===== config.mk =====
export PLATFORM = sky130hd
export DESIGN_NAME = squash_ctrl
export DESIGN_NICKNAME = d
export VERILOG_FILES = /design/src/rtl/sq_pkg.sv /design/src/rtl/sq_pc_gen.sv /design/src/rtl/sq_stage.sv /design/src/rtl/sq_wb_gate.sv /design/src/rtl/squash_ctrl.sv
export SDC_FILE = /design/constraint.sdc
export NUM_CORES = 1
export LEC_CHECK = 0
export ABC_CLOCK_PERIOD_IN_PS = 2000
export BUFFER_PORTS_ARGS = -buffer_cell sky130_fd_sc_hd__buf_4
export CORE_MARGIN = 3
export CORE_UTILIZATION = 30
export CTS_CLUSTER_SIZE = 10
export DETAILED_ROUTE_END_ITERATION = 8
export REMOVE_ABC_BUFFERS = 1
export SLEW_MARGIN = 20
export SYNTH_ARGS = -nofsm -noshare
export SYNTH_HDL_FRONTEND = slang
export SYNTH_SLANG_ARGS = --single-unit

===== constraint.sdc =====
create_clock -name clk -period 2 [get_ports clk]
set_clock_uncertainty 0.15 [all_clocks]
set_input_delay 0.4 -clock clk [delete_from_list [all_inputs] [get_ports clk]]
set_output_delay 0.4 -clock clk [all_outputs]
set_load 0.05 [all_outputs]

===== src/rtl/sq_pkg.sv =====
// Shared definitions for the squash controller.
// Assumes instruction words are at least two bits wide.
package sq_pkg;
    // Bit positions of the write requests inside an instruction word.
    localparam int RF_WE_BIT  = 0;
    localparam int MEM_WE_BIT = 1;

    // Source that selects the next fetch address.
    typedef enum logic [1:0] {
        SRC_SEQ = 2'd0,
        SRC_DEC = 2'd1,
        SRC_EXE = 2'd2
    } redir_src_e;
endpackage


===== src/rtl/sq_pc_gen.sv =====
// Fetch address register with redirect arbitration.
// The execute-stage redirect (older instruction) beats the decode redirect;
// with neither, the address advances by one word.
// Assumes the flush inputs are already qualified by their slot's valid flag.
module sq_pc_gen
    import sq_pkg::*;
#(
    parameter int              PC_W     = 16,
    parameter logic [PC_W-1:0] RESET_PC = '0
) (
    input  logic            clk,
    input  logic            rst_n,
    input  logic            exe_flush,
    input  logic [PC_W-1:0] exe_target,
    input  logic            dec_flush,
    input  logic [PC_W-1:0] dec_target,
    output logic [PC_W-1:0] pc_o
);
    redir_src_e      src;
    logic [PC_W-1:0] pc_q;
    logic [PC_W-1:0] pc_nxt;

    // Pick the redirect source, oldest instruction first.
    always_comb begin
        src = SRC_SEQ;
        if (exe_flush)      src = SRC_EXE;
        else if (dec_flush) src = SRC_DEC;
    end

    // Form the next fetch address from the chosen source.
    always_comb begin
        case (src)
            SRC_EXE: pc_nxt = exe_target;
            SRC_DEC: pc_nxt = dec_target;
            default: pc_nxt = pc_q + PC_W'(1);
        endcase
    end

    // Hold the fetch address.
    always_ff @(posedge clk) begin
        if (!rst_n) pc_q <= RESET_PC;
        else        pc_q <= pc_nxt;
    end

    assign pc_o = pc_q;
endmodule


===== src/rtl/sq_stage.sv =====
// One pipeline stage register: payload plus valid flag.
// A kill turns the captured instruction into a bubble; the payload is still
// loaded but is never used while the flag is low.
module sq_stage #(
    parameter int W = 32
) (
    input  logic         clk,
    input  logic         rst_n,
    input  logic         load_valid,
    input  logic [W-1:0] load_data,
    input  logic         kill,
    output logic         q_valid,
    output logic [W-1:0] q_data
);
    // Capture the upstream slot, clearing its flag when killed.
    always_ff @(posedge clk) begin
        if (!rst_n) begin
            q_valid <= 1'b0;
            q_data  <= '0;
        end else begin
            q_valid <= load_valid & ~kill;
            q_data  <= load_data;
        end
    end
endmodule


===== src/rtl/sq_wb_gate.sv =====
// Write-enable gating at write-back: a request bit counts only when the
// slot is valid. Assumes the request bits are taken from the word directly.
module sq_wb_gate (
    input  logic valid,
    input  logic rf_req,
    input  logic mem_req,
    output logic rf_we,
    output logic mem_we
);
    // Mask both requests with the slot valid flag.
    always_comb begin
        rf_we  = valid & rf_req;
        mem_we = valid & mem_req;
    end
endmodule


===== src/rtl/squash_ctrl.sv =====
// Misprediction squash controller for a fetch/decode/execute/write-back pipe.
// Slot index 0 is the fetch side, 1 decode, 2 execute, 3 write-back.
// A mispredict in execute kills every load into a younger slot; a decode
// redirect kills only the load from fetch. Assumes fetch_insn_i answers
// fetch_pc_o in the same cycle and that nothing stalls.
module squash_ctrl
    import sq_pkg::*;
#(
    parameter int              PC_W     = 16,
    parameter int              INSN_W   = 16,
    parameter logic [PC_W-1:0] RESET_PC = '0
) (
    input  logic              clk,
    input  logic              rst_n,
    output logic [PC_W-1:0]   fetch_pc_o,
    input  logic [INSN_W-1:0] fetch_insn_i,
    output logic              dec_valid_o,
    output logic [PC_W-1:0]   dec_pc_o,
    output logic [INSN_W-1:0] dec_insn_o,
    input  logic              id_redirect_i,
    input  logic [PC_W-1:0]   id_target_i,
    output logic              exe_valid_o,
    output logic [PC_W-1:0]   exe_pc_o,
    output logic [INSN_W-1:0] exe_insn_o,
    input  logic              ex_mispredict_i,
    input  logic [PC_W-1:0]   ex_target_i,
    output logic              wb_valid_o,
    output logic [PC_W-1:0]   wb_pc_o,
    output logic [INSN_W-1:0] wb_insn_o,
    output logic              rf_we_o,
    output logic              mem_we_o
);
    localparam int NSTG    = 3;
    localparam int SW      = PC_W + INSN_W;
    localparam int DEC_IDX = 1;
    localparam int EXE_IDX = 2;
    localparam int WB_IDX  = 3;

    logic            stg_v [NSTG+1];
    logic [SW-1:0]   stg_d [NSTG+1];
    logic [NSTG-1:0] kill;
    logic            exe_flush;
    logic            dec_flush;
    logic [PC_W-1:0] pc;

    // Qualify both redirect requests; the older one suppresses the newer.
    always_comb begin
        exe_flush = stg_v[EXE_IDX] & ex_mispredict_i;
        dec_flush = stg_v[DEC_IDX] & id_redirect_i & ~exe_flush;
    end

    // Broadcast the kills: execute flush reaches every load younger than it.
    always_comb begin
        for (int i = 0; i < NSTG; i++) begin
            kill[i] = ((i < EXE_IDX) && exe_flush) || ((i == 0) && dec_flush);
        end
    end

    sq_pc_gen #(.PC_W(PC_W), .RESET_PC(RESET_PC)) u_pc (
        .clk        (clk),
        .rst_n      (rst_n),
        .exe_flush  (exe_flush),
        .exe_target (ex_target_i),
        .dec_flush  (dec_flush),
        .dec_target (id_target_i),
        .pc_o       (pc)
    );

    assign stg_v[0] = 1'b1;
    assign stg_d[0] = {pc, fetch_insn_i};

    for (genvar g = 0; g < NSTG; g++) begin : g_stage
        sq_stage #(.W(SW)) u_stg (
            .clk        (clk),
            .rst_n      (rst_n),
            .load_valid (stg_v[g]),
            .load_data  (stg_d[g]),
            .kill       (kill[g]),
            .q_valid    (stg_v[g+1]),
            .q_data     (stg_d[g+1])
        );
    end

    sq_wb_gate u_gate (
        .valid   (stg_v[WB_IDX]),
        .rf_req  (stg_d[WB_IDX][RF_WE_BIT]),
        .mem_req (stg_d[WB_IDX][MEM_WE_BIT]),
        .rf_we   (rf_we_o),
        .mem_we  (mem_we_o)
    );

    assign fetch_pc_o  = pc;
    assign dec_valid_o = stg_v[DEC_IDX];
    assign dec_pc_o    = stg_d[DEC_IDX][SW-1 -: PC_W];
    assign dec_insn_o  = stg_d[DEC_IDX][INSN_W-1:0];
    assign exe_valid_o = stg_v[EXE_IDX];
    assign exe_pc_o    = stg_d[EXE_IDX][SW-1 -: PC_W];
    assign exe_insn_o  = stg_d[EXE_IDX][INSN_W-1:0];
    assign wb_valid_o  = stg_v[WB_IDX];
    assign wb_pc_o     = stg_d[WB_IDX][SW-1 -: PC_W];
    assign wb_insn_o   = stg_d[WB_IDX][INSN_W-1:0];
endmodule


# Yosys cells after proc, flatten, opt, wreduce, memory -nomap -nowiden
# Cells that the tools add are included.
# totals
register_bits	115
out_inout_bits	117
wordCells	22
inputBits	52
# op_classes
eq_ne	2
add_sub_neg	1
bitwise_logic	8
n_reduce_logical	1
n_mux	3
# ops
operator	count
$pmux W16 S2	1
$add A16 B1 Y16 const B	1
$and A1 B1 Y1	6
$eq A2 B1 Y1 const B	1
$eq A2 B2 Y1 const B	1
$mux W2	1
$not A1 Y1	2
$logic_or A1 B1 Y1	1
$mux W1	1

# Longest topological paths before layout
# Gate-level depths: netlist of the first run.
# depth
ltp_word	7
ltp_mapped	5

# By module
# Synthesis of the first run repeated with hierarchy kept, for this count alone.
# hier_totals
hier_cells	330
hier_area_um2	3792.4
# modules_own_cells
module	cells_per_inst	n_inst	area_each_um2
sq_stage	69	3	925.9
sq_pc_gen	115	1	964.7
squash_ctrl	6	1	37.5
sq_wb_gate	2	1	12.5

# Worst setup path before layout of the first run
# No wires, ideal clock.
# synth_timing
path_type	register -> register
startpoint	register u_pc.pc_q[0] (netlist: u_pc.pc_o[0])
endpoint	register u_pc.pc_q[14] (netlist: u_pc.pc_o[14])
setup_ps	130
setup_slack_ps	4
synth_period_minus_slack_ps	1996
path_stages_with_launch	6
arrival_ps	1716
t_required_ps	1720
n_path_buf	0
path_cell_list	dfxtp_1 ha_1 nand3_1 nor4_2 xnor2_1 o22ai_1
# synth_between
elab_chain_cells	2
# synth_rtl
element	line_no	source
start: declaration	sq_pc_gen.sv:20	logic [PC_W-1:0] pc_q;
start signal: assignment	sq_pc_gen.sv:42	else pc_q <= pc_nxt;
$add A16 B1 Y16	sq_pc_gen.sv:35	default: pc_nxt = pc_q + PC_W'(1);
$pmux W16 S2	sq_pc_gen.sv:32	case (src)
# No other way between the ends.
# A chain may end at the register's enable or synchronous reset.

# Final worst setup path of the first run
# layout_timing
startpoint	register u_pc.pc_q[2] (netlist: u_pc.pc_o[2])
endpoint	output fetch_pc_o[2]
# layout_lines
element	line_no	source
end: declaration	squash_ctrl.sv:15	output logic [PC_W-1:0] fetch_pc_o,
# No word-level cell between the ends.

==> summary.md, run 1 <==
| Metric | Value |
|---|---|
| Cell family with most CP delay | `flip-flops` |
| CTS tree | `done` |
| Synth Flop Type | `dfxtp_1` |
| Synthesized area per cell | `10.98 um^2` |
| Synth top area share | `0.6317` |
| CP arrival | `1.20 ns` |
| CP Max Fanout | `8` |
| CP required | `1.45 ns` |
| Root Driver | `clkbuf_16` |
| WP depth | `1` |
| Setup-failing EPs final | `0` |
| Leak | `2.617 nW` |
| Tightest Pin Transition | `0.4540 ns` |
| CTS buffer count | `17` |
| Reg clk slew, reported paths | `0.05 ns` |
| Design Area, Final | `5652 um^2` |
| Post-Syn Area | `3645 um^2` |
| FFs w/ async S/R, synth | `0` |
| Pre-CTS setup slack | `0.3823 ns` |
| Post-synth top cells | `dfxtp_1, and2_1, nor2_1, clkbuf_1, nand3_1` |
| Die area | `13,510 um^2` |
| Max-slew headroom | `0.6962` |
| WHS | `0.04813 ns` |
| Clk_lat worst skew | `0.40 ns` |
| Sequential-to-total area share from yosys stat | `0.6317` |
| Vias | `2,928` |
| Drt total wl | `9276 um` |
| Worst path max stage delay | `0.51 ns` |
| Area Growth Syn to Fin | `55.06%` |
| Critical path class | `flop to output port` |
| CTS sink count | `115` |
| Slowest CP cell | `dfxtp_1` |
| Placed cell count | `634` |
| Distinct cells, synth | `36` |
| Worst setup EP type | `output port` |
| I/O Pins | `169` |
| Residual DRC | `0` |
| Post-CTS Hold Fix Bufs | `0` |
| Tot Pwr | `6.201 mW` |
| Status | `completed` |
| DR iter-0 viols | `158` |
| CTS Buffer Depth | `2` |
| Peak VDD IR | `0.0004251 V` |
| Vias in the first global route | `2,762` |
| Die Ht | `116.2 um` |
| Die width | `116.2 um` |
| Global placer's final weighted congestion | `0.7663` |
| Post-Syn Instances | `332` |
| Synth Register Bits | `115` |
| Synth warn | `0` |
| Final Cycle Share | `0.8726` |
| Port Buffer Count | `168` |
| Num rows | `39` |
| First-pass GRT wire length | `13,940 um` |
| Post-CTS Setup Inserts | `0` |
| RSZ-0062 raised after global routing | `false` |
| Starting Density | `0.3125` |
| Cells on worst reg2reg path | `5` |
| Minimum clock period | `1.745 ns` |
| Final Net Count | `563` |
| DR vias/cell | `4.396` |
| Final design utilization | `0.4846` |
| Setup TNS | `0 ns` |
| H-tree depth | `4` |
| Core area | `11,660 um^2` |
| Hold Path Stages | `2` |
| Largest net degree at the start of global routing | `53` |
| CP startpoint kind | `flop` |
| Critical path cell sequence | `buf_4` |
| Yosys top cell by area | `dfxtp_1` |
| Area contributors post-synth | `dfxtp_1, and2_1, xnor2_1, nand3_1, nor2_1` |
| Max-cap violations | `0` |
| Final HPWL DP | `7092 um` |
| Number of synthesized flops with an enable pin | `0` |
| Overflow after GRT | `0` |
| Power density over cell area | `1097 nW/um^2` |
| Antenna cells | `0` |
| Share of cells above drive strength 1 | `0.4092` |
| Fmax | `0.5730 GHz` |
| Initial antenna violation count | `0` |
| Buf/Inv on CP | `1` |
| Max-slew violations | `0` |
| Placed Area | `5062 um^2` |
| Final worst setup slack | `0.2548 ns` |
| Hold Crit Class | `input port to flop` |
| DR pass1 iterations | `4` |
| Most numerous cell in the Yosys netlist | `dfxtp_1` |
| ANT nets after route | `0` |
| Final hold viol count | `0` |
| Post-CTS sizing | `0` |
| GRT Util Overall | `0.1376` |
| Cell Count, Final, Fillers Out | `666` |
| Avg WL per Cell | `13.93 um` |
registers in the layout, summed over array words and instances (netlist names):
name and flops:
u_pc.pc_o 16, g_stage.u_stg.q_data 96, g_stage.u_stg.q_valid 3
routing by layer:
layer | vias up | global-route usage | part of all wire | wire, um
met5 | - | 0 | 0 | 0
li1 | 1451 | - | - | -
met4 | 0 | 0.05336 | 0.014 | 129
met3 | 11 | 0.06373 | 0.087 | 805
met2 | 129 | 0.2216 | 0.48 | 4458
met1 | 1337 | 0.1595 | 0.42 | 3882
layout make-up:
cell class | count | area, um^2
repair buffers | 177 | 1329
well taps | 143 | 178.9
fillers | 1084 | 6011
clock buffers | 22 | 484.2
clock inverters | 10 | 105.1
inverters | 5 | 18.77
multi-input cells | 194 | 1234
flip-flops and latches | 115 | 2302
cell families after synthesis:
family	count (synthesis)	synth area share
flip-flops	115	0.6317
AO/OA/AOI/OAI	31	0.06111
adder cells (fa/ha/maj)	1	0.003432
multiplexers	2	0.005493
buffers and inverters	23	0.02986
XOR/XNOR	10	0.02403
AND/OR/NAND/NOR	150	0.2444
path summary, 6_finish.rpt:
path                                  to  slack (ns)                         from
min           g_stage[0].u_stg.q_data[6]        0.05              fetch_insn_i[6]
min reg2reg  g_stage[2].u_stg.q_data[17]        0.30  g_stage[1].u_stg.q_data[17]
max reg2reg                u_pc.pc_o[14]        0.38                 u_pc.pc_o[0]
max                        fetch_pc_o[2]        0.25                 u_pc.pc_o[2]
layout by cell type, fill, tap and decap left out:
master      count
a32o_1          2
bufinv_16       2
a41oi_1         1
a21o_1          1
nand4_1         2
o21ai_0         3
nand3_1        12
buf_4         177
a311o_1         1
o221ai_1        3
nor3_1          5
a21oi_1         2
inv_1           5
or3_1           1
and2_2          1
a311oi_1        1
clkbuf_1        1
clkbuf_16      17
a22oi_1         6
clkinv_2        6
nor2_1         15
clkbuf_8        4
nor4_2          2
and2_1         97
o21ai_1         1
o31ai_1         1
and3_1          1
nand2_1        11
o22ai_1         5
xnor2_1        10
mux2i_1         2
nand4_2         1
clkinvlp_4      2
ha_1            1
dfxtp_1       115
a211oi_1        1
and4_2          1
o211ai_1        1
nand4_4         1
a31oi_1         2
power by group:
part,internal (mW),total [mW],switching (mW)
Sequential,2.40,2.47,0.0747
Combinational,0.281,0.801,0.520
Clock,1.95,2.93,0.981
Note: power is estimated with default switching activity, not from simulation.
==> run 2, diff against run 1 <==
Settings changed: ABC_CLOCK_PERIOD_IN_PS 2000 to 1910.
Clock period 2 ns to 1.91 ns, I/O delays scaled along.
==> run 2 against run 1 <==
Compared with the run above: total power is 5.4% higher; worst setup slack worse by 0.051 ns; combinational power is 4.6% higher; core utilization hardly changed; count of clock-buffer cells in the layout is 3 higher; first-iteration DRC count is 1.3% higher; critical path type unchanged; critical endpoint unchanged.
==> summary.md, run 2 (synthesized netlist as in run 1, its figures left out) <==
| Metric | Value |
|---|---|
| Leading cell types in the layout, fill and taps excluded | `buf_4, dfxtp_1, and2_1` |
| Port Buffer Count | `168 (unchanged)` |
| Final design utilization | `0.4843 (about the same)` |
| Reg power frac | `0.396 (-0.003)` |
| Post-CTS Hold Fix Bufs | `0 (unchanged)` |
| Starting Density | `0.3125 (unchanged)` |
| Worst setup EP type | `output port` |
| Logic pwr share | `0.128 (about the same)` |
| Fmax | `0.5860 GHz` |
| DR iter-0 viols | `160 (+1.3%)` |
| Num rows | `39 (unchanged)` |
| Internal power | `4.937 mW (+6.7%)` |
| I/O Pins | `169 (unchanged)` |
| Post-CTS Setup Inserts | `0 (unchanged)` |
| Design Area, Final | `5648 um^2 (about the same)` |
| Hold Crit Class | `input port to flop` |
| Drt total wl | `9220 um (-0.60%)` |
| Power density over cell area | `1158 nW/um^2 (+5.5%)` |
| NetSw | `1.602 mW (+1.6%)` |
| Final Cycle Share | `0.8935` |
| First-pass GRT wire length | `13,920 um (-0.10%)` |
| Setup-failing EPs final | `0 (unchanged)` |
| Largest Register | `g_stage.u_stg.q_data` |
| CP required | `1.38 ns (-0.07 ns)` |
| Status | `completed` |
| Die width | `116.2 um (unchanged)` |
| Sw Ratio | `0.2450 (-0.009182)` |
| Final HPWL DP | `6901 um (-2.7%)` |
| Max-cap violations | `0 (unchanged)` |
| Flop2flop setup slack | `0.30 ns (-0.08 ns)` |
| Die area | `13,510 um^2 (unchanged)` |
| Avg WL per Cell | `13.89 um (-0.30%)` |
| Core area | `11,660 um^2 (unchanged)` |
| CP startpoint kind | `flop` |
| Global placer's final weighted congestion | `0.7978 (+4.1%)` |
| Buf/Inv on CP | `1 (unchanged)` |
| Leak | `2.613 nW (-0.16%)` |
| DR pass1 iterations | `4 (unchanged)` |
| Final Net Count | `563 (unchanged)` |
| CTS sink count | `115 (unchanged)` |
| Final hold viol count | `0 (unchanged)` |
| Die Ht | `116.2 um (unchanged)` |
| Share of cells above drive strength 1 | `0.3992 (-0.009946)` |
| Minimum clock period | `1.707 ns` |
| CTS tree | `done` |
| Antenna cells | `0 (unchanged)` |
| Cell Count, Final, Fillers Out | `664 (-0.30%)` |
| CP Max Fanout | `8 (unchanged)` |
| Tightest Pin Transition | `0.4417 ns (-0.01237 ns)` |
| Area of the multi-input gates | `1234 um^2 (unchanged)` |
| GRT Util Overall | `0.1364 (-0.001148)` |
| Most common cell after layout, fill and taps aside | `buf_4` |
| Slowest CP cell | `dfxtp_1` |
| Reg clk slew, reported paths | `0.05 ns (about the same)` |
| DR vias/cell | `4.318 (-1.8%)` |
| CP arrival | `1.17 ns (-0.03 ns)` |
| Residual DRC | `0 (unchanged)` |
| Area Growth Syn to Fin | `54.96% (about the same)` |
| Peak VDD IR | `0.0004837 V (+14%)` |
| Cell family with most CP delay | `flip-flops` |
| Clk_lat worst skew | `0.40 ns (about the same)` |
| Critical path class | `flop to output port` |
| Post-CTS sizing | `0 (unchanged)` |
| Placed cell count | `634 (unchanged)` |
| Register area | `2302 um^2 (unchanged)` |
| Max-slew headroom | `0.7045 (+0.008280)` |
| Vias in the first global route | `2,754 (-0.29%)` |
| Initial antenna violation count | `0 (unchanged)` |
| Clock power share | `0.476 (+0.004)` |
| Critical path cell sequence | `buf_4` |
| Overflow after GRT | `0 (unchanged)` |
| Root Driver | `clkbuf_16` |
| Largest net degree at the start of global routing | `43 (-19%)` |
| Vias | `2,867 (-2.1%)` |
| ANT nets after route | `0 (unchanged)` |
| Worst path max stage delay | `0.50 ns (about the same)` |
| Largest register FFs | `96 (unchanged)` |
| Max-slew violations | `0 (unchanged)` |
| H-tree depth | `4 (unchanged)` |
| FILL cells | `1,104 (+1.8%)` |
| RSZ-0062 raised after global routing | `false` |
| CTS Buffer Depth | `2 (unchanged)` |
| Placed Area | `5062 um^2 (unchanged)` |
| CTS buffer count | `17 (unchanged)` |
| Setup TNS | `0 ns (unchanged)` |
-- run 2: final cells by class --
class / count / share of cell area
Clock buffer: 25 / 0.08595
Timing Repair Buffer: 177 / 0.2353
Sequential cell: 115 / 0.4076
Inverter: 5 / 0.003323
Clock inverter: 5 / 0.01772
Multi-Input combinational cell: 194 / 0.2184
Tap cell: 143 / 0.03168
-- run 2: power by group through the flow --
stage	Clock (mW)	Sequential (mW)	Combinational, mW
CTS	3.19	2.59	0.847
finish	3.11	2.59	0.838
global route	3.29	2.60	0.885
detailed placement	0	2.64	0.845
global placement	0	2.63	0.842
floorplan	0	3.00	0.136
-- run 2: layer usage --
metal  share of wire  GRT usage  vias to the layer above  wire length (um)
met1            0.43     0.1609                     1283              3922
met3           0.082    0.05285                       16               759
li1                -          -                     1447                 -
met5         0.00054          0                        -                 5
met2            0.47     0.2159                      119              4346
met4           0.020    0.06961                        2               187
-- run 2: through the flow --
step | hold slack, ns | power [mW] | setup slack, ns
global route | 0.01530 | 6.782 | 0.1414
global placement | 0.2921 | 3.475 | 0.3276
floorplan | 0.3537 | 3.132 | -0.08637
CTS | 0.01329 | 6.622 | 0.1819
finish | 0.03506 | 6.539 | 0.2034
detailed placement | 0.2960 | 3.483 | 0.2866
-- run 2: final timing paths --
path	start	depth (start not counted)	endpoint
max	u_pc.pc_o[2]	1	fetch_pc_o[2]
min	fetch_insn_i[3]	2	g_stage[0].u_stg.q_data[3]
max reg2reg	u_pc.pc_o[0]	5	u_pc.pc_o[14]
min reg2reg	g_stage[1].u_stg.q_data[22]	1	g_stage[2].u_stg.q_data[22]
==> run 3, diff against run 2 <==
Settings changed: CORE_UTILIZATION 30 to 46, PLACE_DENSITY set to 0.87.
==> run 3 against run 2 <==
Compared with the run above: sequential share of layout area fell by 1.0 points; sequential cell count unchanged; cell count shrank 3.2%; count of clock-buffer cells in the layout down 7; register-to-register slack worse by 0.08 ns; via count is 7.0% higher; core utilization increased by 29 points; routed wire length is essentially flat; largest cell class unchanged; largest power group unchanged.
==> summary.md, run 3 (synthesized netlist as in run 1, its figures left out) <==
| Metric | Value |
|---|---|
| Placed Area | `5005 um^2 (-1.1%)` |
| Fmax | `0.5556 GHz (-5.2%)` |
| Final hold viol count | `0 (unchanged)` |
| CTS tree | `done` |
| Max-cap violations | `0 (unchanged)` |
| Tightest Pin Transition | `0.4248 ns (-0.01684 ns)` |
| Largest Register | `g_stage.u_stg.q_data` |
| Avg WL per Cell | `14.35 um (+3.3%)` |
| I/O Pins | `169 (unchanged)` |
| Worst setup EP type | `output port` |
| Residual DRC | `0 (unchanged)` |
| GRT Util Overall | `0.2093 (+0.07287)` |
| Pre-CTS setup slack | `0.2920 ns (+0.005458 ns)` |
| Cell family with most CP delay | `flip-flops` |
| Design Area, Final | `5792 um^2 (+2.5%)` |
| Vias in the first global route | `3,121 (+13%)` |
| CP startpoint kind | `flop` |
| CP required | `1.38 ns (about the same)` |
| Worst path max stage delay | `0.50 ns (about the same)` |
| Most common cell after layout, fill and taps aside | `buf_4` |
| Peak VDD IR | `0.0006020 V (+24%)` |
| Die Ht | `95.02 um (-18%)` |
| Starting Density | `0.4869 (+0.1744)` |
| CTS sink count | `115 (unchanged)` |
| Critical path class | `flop to output port` |
| Post-CTS Hold Fix Bufs | `23 (+23)` |
| CP Max Fanout | `8 (unchanged)` |
| Largest net degree at the start of global routing | `59 (+37%)` |
| Final worst setup slack | `0.1102 ns (-0.09324 ns)` |
| CTS Buffer Depth | `2 (unchanged)` |
| DR vias/cell | `4.773 (+11%)` |
| Post-CTS Setup Inserts | `0 (unchanged)` |
| Max-slew violations | `0 (unchanged)` |
| Status | `completed` |
| Final Cycle Share | `0.9423 (+0.04882)` |
| WHS | `0.02213 ns (-0.01293 ns)` |
| Reg clk slew, reported paths | `0.06 ns (about the same)` |
| Global placer's final weighted congestion | `0.8538 (+7.0%)` |
| Slowest CP cell | `dfxtp_1` |
| Post-CTS sizing | `0 (unchanged)` |
| Root Driver | `clkbuf_8` |
| Die width | `95.02 um (-18%)` |
| CP arrival | `1.27 ns (+0.10 ns)` |
| Leading cell types in the layout, fill and taps excluded | `buf_4, dfxtp_1, and2_1` |
| Final Net Count | `584 (+3.7%)` |
| ANT nets after route | `0 (unchanged)` |
| Power density over cell area | `1093 nW/um^2 (-5.6%)` |
| Vias | `3,069 (+7.0%)` |
| CTS buffer count | `17 (unchanged)` |
| Initial antenna violation count | `0 (unchanged)` |
| Minimum clock period | `1.800 ns (+0.09324 ns)` |
| Critical path cell sequence | `buf_4` |
| Core area | `7486 um^2 (-36%)` |
| RSZ-0062 raised after global routing | `false` |
| Buf/Inv on CP | `1 (unchanged)` |
| Hold Crit Class | `input port to flop` |
| Leak | `2.685 nW (+2.7%)` |
| Final HPWL DP | `6500 um (-5.8%)` |
| Drt total wl | `9227 um (about the same)` |
| Share of cells above drive strength 1 | `0.3915 (-0.007688)` |
| Setup-failing EPs final | `0 (unchanged)` |
| Port Buffer Count | `168 (unchanged)` |
| Flop2flop setup slack | `0.22 ns (-0.08 ns)` |
| Die area | `9028 um^2 (-33%)` |
| DR pass1 iterations | `5 (+1)` |
| Antenna cells | `0 (unchanged)` |
| Clk_lat worst skew | `0.50 ns (+0.10 ns)` |
| Largest register FFs | `96 (unchanged)` |
| Overflow after GRT | `0 (unchanged)` |
| Area Growth Syn to Fin | `58.91%` |
| Num rows | `31 (-21%)` |
| Max-slew headroom | `0.7157 (+0.01127)` |
| H-tree depth | `4 (unchanged)` |
| First-pass GRT wire length | `14,400 um (+3.4%)` |
| DR iter-0 viols | `89 (-44%)` |
run 3: changes by cell type in the layout (fill, tap and decap cells not counted):
| cell | change |
|---|---|
| buf_12 | +1 |
| buf_4 | -3 |
| bufinv_16 | -2 |
| clkbuf_1 | -5 |
| clkbuf_16 | -1 |
| clkbuf_8 | -1 |
| clkinv_2 | +1 |
| clkinv_4 | +4 |
| clkinvlp_4 | +3 |
| dlygate4sd3_1 | +23 |
| inv_6 | +3 |
run 3: worst paths after layout:
check | from | to | cells past startpoint
max | u_pc.pc_o[2] | fetch_pc_o[2] | 1
min | id_target_i[13] | u_pc.pc_o[13] | 3
max reg2reg | u_pc.pc_o[0] | u_pc.pc_o[14] | 5
min reg2reg | g_stage[0].u_stg.q_data[19] | g_stage[1].u_stg.q_data[19] | 1
run 3: metal layers:
| layer | routed length [um] | track usage | up-vias |
|---|---|---|---|
| met4 | 184 | 0.09014 | 0 |
| met5 | 0 | 0 | - |
| met3 | 686 | 0.07498 | 18 |
| met2 | 4943 | 0.3823 | 142 |
| met1 | 3413 | 0.2142 | 1410 |
| li1 | - | - | 1499 |
run 3: tightest hold or removal path: cells and delay by family:
| family | cells | cell delay [ns] |
|---|---|---|
| compound gates | 2 | 0.16 |
| buf+inv | 1 | 0.08 |
run 3: layout make-up:
class,instances,area [um^2]
flip-flops and latches,115,2302
fillers,468,1694
repair buffers,198,1556
multi-input cells,194,1234
clock buffers,18,427.9
clock inverters,14,128.9
well taps,99,123.9
inverters,5,18.77
run 3: per-stage QoR:
stage | power (mW) | setup TNS, ns | utilization | instances
4_1_cts | 6.390 | 0 | 0.7737 | 643
2_1_floorplan | 3.132 | -0.1613 | - | 314
3_3_place_gp | 3.461 | 0 | 0.6686 | 588
5_1_grt | 6.569 | 0 | 0.7737 | 643
3_5_place_dp | 3.479 | 0 | 0.6686 | 588
6_report | 6.331 | 0 | 0.7737 | 643
run 3: report_power, final:
group          leakage, nW  switching (mW)  internal [mW]  total (mW)
clock network        0.268            1.10           1.77        2.86
registers            0.941          0.0794           2.51        2.59
logic                 1.48           0.555          0.325       0.881
total                 2.68            1.73           4.60        6.33
